==> config.mk <==
export PLATFORM = sky130hd
export DESIGN_NAME = dbell_irq_combiner
export DESIGN_NICKNAME = d
export VERILOG_FILES = /design/src/rtl/dbirq_pkg.sv /design/src/rtl/dbirq_status_bank.sv /design/src/rtl/dbirq_irq_reduce.sv /design/src/rtl/dbirq_read_port.sv /design/src/rtl/dbell_irq_combiner.sv
export SDC_FILE = /design/constraint.sdc
export NUM_CORES = 1
export LEC_CHECK = 0
export BUFFER_PORTS_ARGS = -buffer_cell sky130_fd_sc_hd__buf_2
export CAP_MARGIN = 20
export CORE_AREA = 8 8 108 110
export DETAILED_ROUTE_END_ITERATION = 7
export DIE_AREA = 0 0 116 118
export GPL_ROUTABILITY_DRIVEN = 0
export PLACE_DENSITY = 0.73
export SLEW_MARGIN = 25
export SYNTH_ARGS = -nofsm -noshare
export SYNTH_HDL_FRONTEND = slang
export SYNTH_SLANG_ARGS = --single-unit
==> constraint.sdc <==
create_clock -name clk_i -period 0.9 [get_ports clk_i]
set_input_delay 0.045 -clock clk_i [delete_from_list [all_inputs] [get_ports clk_i]]
set_output_delay 0.045 -clock clk_i [all_outputs]
set_load 0.01 [all_outputs]
==> src/rtl/dbirq_pkg.sv <==
package dbirq_pkg;
  localparam int unsigned WORD_W      = 32;
  localparam int unsigned MAX_WIN     = 128;
  localparam int unsigned STAT_WORDS  = MAX_WIN / WORD_W;
  localparam int unsigned ADDR_W      = 3;
  localparam int unsigned CNT_W       = 8;
  localparam logic [ADDR_W-1:0] CFG_ADDR = ADDR_W'(STAT_WORDS);

  typedef logic [WORD_W-1:0] word_t;
  typedef logic [STAT_WORDS-1:0][WORD_W-1:0] stat_bank_t;

  function automatic word_t cfg_word(input int unsigned num_win);
    word_t w;
    w = '0;
    w[CNT_W-1:0] = CNT_W'(num_win - 1);
    return w;
  endfunction
endpackage

==> src/rtl/dbirq_status_bank.sv <==
module dbirq_status_bank
  import dbirq_pkg::*;
#(
  parameter int unsigned NUM_WIN = 128
) (
  input  logic [NUM_WIN-1:0] pend_i,
  input  logic [NUM_WIN-1:0] comb_en_i,
  output stat_bank_t         stat_o
);
  for (genvar w = 0; w < STAT_WORDS; w++) begin : g_word
    for (genvar b = 0; b < WORD_W; b++) begin : g_bit
      localparam int unsigned IDX = w * WORD_W + b;
      if (IDX < NUM_WIN) begin : g_live
        assign stat_o[w][b] = pend_i[IDX] & comb_en_i[IDX];
      end else begin : g_tie
        assign stat_o[w][b] = 1'b0;
      end
    end
  end
endmodule

==> src/rtl/dbirq_irq_reduce.sv <==
module dbirq_irq_reduce
  import dbirq_pkg::*;
(
  input  logic       clk_i,
  input  logic       rst_ni,
  input  stat_bank_t stat_i,
  output logic       irq_o
);
  logic [STAT_WORDS-1:0] word_any;

  for (genvar w = 0; w < STAT_WORDS; w++) begin : g_or
    assign word_any[w] = |stat_i[w];
  end

  always_ff @(posedge clk_i or negedge rst_ni) begin
    if (!rst_ni) irq_o <= 1'b0;
    else         irq_o <= |word_any;
  end
endmodule

==> src/rtl/dbirq_read_port.sv <==
module dbirq_read_port
  import dbirq_pkg::*;
(
  input  logic              clk_i,
  input  logic              rst_ni,
  input  logic              rd_en_i,
  input  logic [ADDR_W-1:0] rd_addr_i,
  input  stat_bank_t        stat_i,
  input  word_t             cfg_i,
  output logic              rd_valid_o,
  output word_t             rd_data_o
);
  localparam int unsigned SEL_W = $clog2(STAT_WORDS);

  word_t rd_mux;

  always_comb begin
    rd_mux = '0;
    if (rd_addr_i < ADDR_W'(STAT_WORDS)) rd_mux = stat_i[rd_addr_i[SEL_W-1:0]];
    else if (rd_addr_i == CFG_ADDR)     rd_mux = cfg_i;
  end

  always_ff @(posedge clk_i or negedge rst_ni) begin
    if (!rst_ni) begin
      rd_valid_o <= 1'b0;
      rd_data_o  <= '0;
    end else begin
      rd_valid_o <= rd_en_i;
      if (rd_en_i) rd_data_o <= rd_mux;
    end
  end
endmodule

==> src/rtl/dbell_irq_combiner.sv <==
module dbell_irq_combiner
  import dbirq_pkg::*;
#(
  parameter int unsigned NUM_WIN = 128
) (
  input  logic               clk_i,
  input  logic               rst_ni,
  input  logic [NUM_WIN-1:0] pend_i,
  input  logic [NUM_WIN-1:0] comb_en_i,
  input  logic               rd_en_i,
  input  logic [2:0]         rd_addr_i,
  output logic               rd_valid_o,
  output logic [31:0]        rd_data_o,
  output logic               irq_o
);
  stat_bank_t stat;
  word_t      cfg;

  assign cfg = cfg_word(NUM_WIN);

  dbirq_status_bank #(.NUM_WIN(NUM_WIN)) u_bank (
    .pend_i    (pend_i),
    .comb_en_i (comb_en_i),
    .stat_o    (stat)
  );

  dbirq_irq_reduce u_irq (
    .clk_i  (clk_i),
    .rst_ni (rst_ni),
    .stat_i (stat),
    .irq_o  (irq_o)
  );

  dbirq_read_port u_rd (
    .clk_i      (clk_i),
    .rst_ni     (rst_ni),
    .rd_en_i    (rd_en_i),
    .rd_addr_i  (rd_addr_i),
    .stat_i     (stat),
    .cfg_i      (cfg),
    .rd_valid_o (rd_valid_o),
    .rd_data_o  (rd_data_o)
  );
endmodule

# [Word level (Yosys, flattened, before mapping)]
# Cells that the tools add are included.
[totals] wordCells=139 in_bits=262 reg_bits=34
[classes] reduce_logical=1 n_mux=4 order_cmp=2 n_eq_ne=1 bitwise=128
[ops] operator="$and A1 B1 Y1" n=128
[ops] operator="$reduce_or A128 Y1" n=1
[ops] operator="$bmux W32 S2" n=1
[ops] operator="$mux W32" n=2
[ops] operator="$mux W7" n=1
[ops] operator="$eq A3 B3 Y1 const B" n=1
[ops] operator="$lt A2 B3 Y1 const B" n=1
[ops] operator="$lt A3 B3 Y1 const B" n=1

# [Depth between registers and ports, before layout]
[depth] depth_word=4 ltp_mapped=6 depth_no_buf=5

# [Hierarchy]
# A second synthesis with hierarchy kept.
[unflattened] hier_cells=359 hier_area_um2=3308.2
[by_module_without_submodules] mod="dbirq_read_port" cells_each=185 instances=1 area_per_inst_um2=2202.1
[by_module_without_submodules] mod="dbirq_status_bank" cells_each=128 instances=1 area_per_inst_um2=800.8
[by_module_without_submodules] mod="dbirq_irq_reduce" cells_each=44 instances=1 area_per_inst_um2=297.8
[by_module_without_submodules] mod="dbell_irq_combiner" cells_each=2 instances=1 area_per_inst_um2=7.5

# [Worst setup path after synthesis]
# Ideal clock, no wire load.
[synth_path] kind="input-to-reg" startpoint="in pend_i[78]" endpoint="reg u_irq.irq_o" stages=5 n_path_buf=0 setup_time_ps=140 arrival_ps=1027 setup_slack_ps=-267 required_time_ps=760 cell_sequence="nand2_2 nand4_1 or4_1 nor4_1 nand4_1"
[synth_between] elab_chain_cells=2
[synth_rtl] element="from (decl)" line_no="dbell_irq_combiner.sv:8" text="input logic [NUM_WIN-1:0] pend_i,"
[synth_rtl] element="$and A1 B1 Y1" line_no="dbirq_status_bank.sv:14" text="assign stat_o[w][b] = pend_i[IDX] & comb_en_i[IDX];"
[synth_rtl] element="$reduce_or A128 Y1" line_no="dbirq_irq_reduce.sv:17" text="else irq_o <= |word_any;"
[synth_rtl] element="to (signal assigned)" line_no="dbirq_irq_reduce.sv:17"
[synth_rtl] element="to (decl)" line_no="dbirq_irq_reduce.sv:7" text="output logic irq_o"
# Every way passes these cells.
# A chain may end at the register's enable or synchronous reset.

# [Final worst setup path]
[layout_path] startpoint="in comb_en_i[2]" endpoint="reg u_irq.irq_o"
[layout_between] elab_chain_cells=2
[layout_rtl] element="from (decl)" line_no="dbell_irq_combiner.sv:9" text="input logic [NUM_WIN-1:0] comb_en_i,"
[layout_rtl] element="$and A1 B1 Y1" line_no="dbirq_status_bank.sv:14"
[layout_rtl] element="$reduce_or A128 Y1" line_no="dbirq_irq_reduce.sv:17"
# Every way passes these cells.

==> results.json <==
{
  "whs_endpoint": "u_irq.irq_o",
  "routedWlPerCell_um": 19.0,
  "synthTopCellsByArea": "dfrtp_1 (29%), nand2_1 (13%), mux4_2 (8.5%)",
  "period_minus_slack_ns": 1.09,
  "hold_viol_final": 0,
  "yosysTopAreaCell": "dfrtp_1",
  "synth_top_area_share_pct": 29.3,
  "finalSetupViolCount": 1,
  "max_freq_mhz": 914,
  "fin_hold_ws_ns": 0.159,
  "clkLatencyLatePin_ns": 0.28,
  "async_flop_share_pct": 100,
  "area_growth_pct": 89.8,
  "grt-ovfl-total": 0,
  "dieArea_um2": 13700,
  "synth_warnings": 0,
  "leakagePower_nw": 2.85,
  "dr.pass1.iters": 5,
  "worst-setup-path-type": "in -> reg",
  "p_per_area_nw_per_um2": 949,
  "min_path_type": "in -> reg",
  "worstRegToRegCells": 2,
  "clkTransAtPathRegs_ns": 0.08,
  "clock_power_share_pct": 23.4,
  "rsz0062_at_grt": "yes",
  "drt_iter0_markers": 414,
  "syn_nets": 655,
  "ys_top_cells_by_count": "nand2_1 (102), dfrtp_1 (34), nand3_1 (32)",
  "antenna_found_initial": 0,
  "endpoint_kind": "flip-flop",
  "die_y_um": 118,
  "dp_hpwl_um": 14900,
  "hold_depth": 5,
  "final_cells": 909,
  "slew_violations": 0,
  "r2r_end": "u_rd.rd_data_o[6]",
  "period_share_pct": 122,
  "routed_wl_um": 17200,
  "antenna_left": 0,
  "switching_share_pct": 33.5,
  "num-fill-cells": 973,
  "netlist_area_um2": 2910,
  "drc": 0,
  "core_area_um2": 10000,
  "r2r-start": "u_rd.rd_data_o[6]",
  "grt_use_total_pct": 24.0,
  "rows": 37,
  "dp.cells": 892,
  "synth_cell_types": 28,
  "layout-drive-gt1-share_pct": 55.1,
  "p_sw_mw": 1.75,
  "num_antenna_cells": 0,
  "p_int_mw": 3.48,
  "cp_max_fo": 2,
  "root_buffer": "clkbuf_8",
  "cts_inserted_buffers": 5,
  "grt_max_degree": 35,
  "synthFlopType": "dfrtp_1",
  "nNetsFinal": 1034,
  "worstPathArrival_ns": 1.25,
  "synth_edf_count": 0,
  "ioPinCount": 296,
  "r2r_slack_ns": 0.08,
  "cts_tree": "built",
  "die_width_um": 116,
  "ys_seq_area_share_pct": 29.3,
  "yosysMostFrequentCell": "nand2_1",
  "cap_violations": 0,
  "setup_ws_ns": -0.194,
  "grt_pass1_vias": 5080,
  "h-tree-depth": 2,
  "start_kind": "primary input",
  "peakVddDrop_uv": 494,
  "portBuffers": 295,
  "netlist_instances": 393,
  "ys_ff_latch": 34,
  "hold_start": "pend_i[10]",
  "syn_avg_cell_area_um2": 7.39,
  "violations": "negative setup slack",
  "combinationalPowerShare_pct": 43.6,
  "cp.required_ns": 1.06,
  "clock_path_buffers": 2,
  "cts_sinks": 34,
  "worstMarginPinSlew_ns": 0.338,
  "seq_power_share_pct": 33.0,
  "grt_pass1_wl_um": 25700,
  "vias": 4703,
  "status": "finished with violations",
  "routed_via_density": 5.17,
  "start_util_pct": 29.1,
  "fin_skew_ns": 0,
  "slew_headroom_pct": 77.5
}
worst max path at each step:
stage | start | endpoint | slack [ns] | cells after the start
global route | pend_i[115] | u_irq.irq_o | -0.27 | 7
finish | comb_en_i[2] | u_irq.irq_o | -0.19 | 7
floorplan | pend_i[78] | u_irq.irq_o | -0.16 | 5
detailed placement | pend_i[61] | u_irq.irq_o | -0.75 | 6
CTS | pend_i[115] | u_irq.irq_o | -0.18 | 7
global placement | pend_i[61] | u_irq.irq_o | -0.74 | 6
power by group through the flow:
stage	Clock [mW]	Sequential, mW	Combinational, mW
2_1_floorplan	0	1.81	0.726
3_3_place_gp	0	1.74	2.12
3_5_place_dp	0	1.75	2.16
4_1_cts	1.26	1.72	2.19
5_1_grt	1.33	1.74	2.47
6_report	1.23	1.73	2.28
layout make-up:
class,count,area [um2],area share (%)
Timing Repair Buffer,396,2390,43.3
Clock inverter,2,12.5,0.227
Multi-Input combinational cell,310,1910,34.7
Tap cell,136,170,3.09
Clock buffer,6,82.6,1.50
Inverter,25,93.8,1.70
Sequential cell,34,851,15.4
placed cells by master (no fill, tap or decap), drive strengths merged, types with 3 or more instances in the layout:
master | netlist | final
inv | 25 | 25
buf | 11 | 395
a22oi | 15 | 15
mux4 | 11 | 11
dfrtp | 34 | 34
and3 | 3 | 3
o22ai | 25 | 25
o211ai | 14 | 14
clkbuf | 13 | 6
nand4 | 18 | 18
a211oi | 7 | 7
o21ai | 28 | 28
a31oi | 7 | 7
nand2 | 105 | 105
a311oi | 7 | 7
o22a | 7 | 7
nor4 | 4 | 4
nand3 | 32 | 32
and4 | 7 | 7
nor2 | 15 | 15
kinds of logic (layout without fill, tap and decap cells):
group | count (synthesis) | count (layout) | share of synthesized area (%)
AOI/OAI and AO/OA | 110 | 110 | 25.2
DFF | 34 | 34 | 29.3
and+or+nand+nor | 189 | 189 | 30.1
buffers and inverters | 49 | 429 | 6.89
muxes | 11 | 11 | 8.53
stage by stage:
step	worst slack [ns]	total power [mW]	cell area, um2	TNS [ns]	utilization, %
after floorplan	-0.165	2.54	2950	-0.176	-
after global placement	-0.743	3.86	5250	-4.81	52.5
after detailed placement	-0.754	3.91	5250	-5.42	52.5
after CTS	-0.183	5.17	5400	-0.183	54.0
after global routing	-0.267	5.54	5510	-0.306	55.1
final	-0.194	5.23	5510	-0.194	55.1
registers in the layout, summed over array words and instances, names as in the netlist:
signal and count:
u_irq.irq_o 1, u_rd.rd_data_o 32, u_rd.rd_valid_o 1
worst max-delay path: stages:
cell,delay [ns]
buf_2,0.11
nand2_1,0.12
nand4_1,0.13
or4_4,0.49
nor4_2,0.15
buf_4,0.14
nand4_1,0.07
timing repair:
action / CTS / global route
hold buffers: 1 / 0
resized for setup: 7 / 12
hold endpoints to repair: 34 / 0
gates cloned: 0 / 0
pin swaps: 0 / 2
buffers inserted: 0 / 8
endpoints found under the setup margin: 1 / 14
per-layer routing:
metal,GRT usage (%),wire (um),share of wire (%)
met5,0,0,0
met1,29.4,6690,39
met3,6.00,1860,11
met4,5.92,277,1.6
met2,40.4,8400,49
Note: power is estimated with default switching activity, not from simulation.
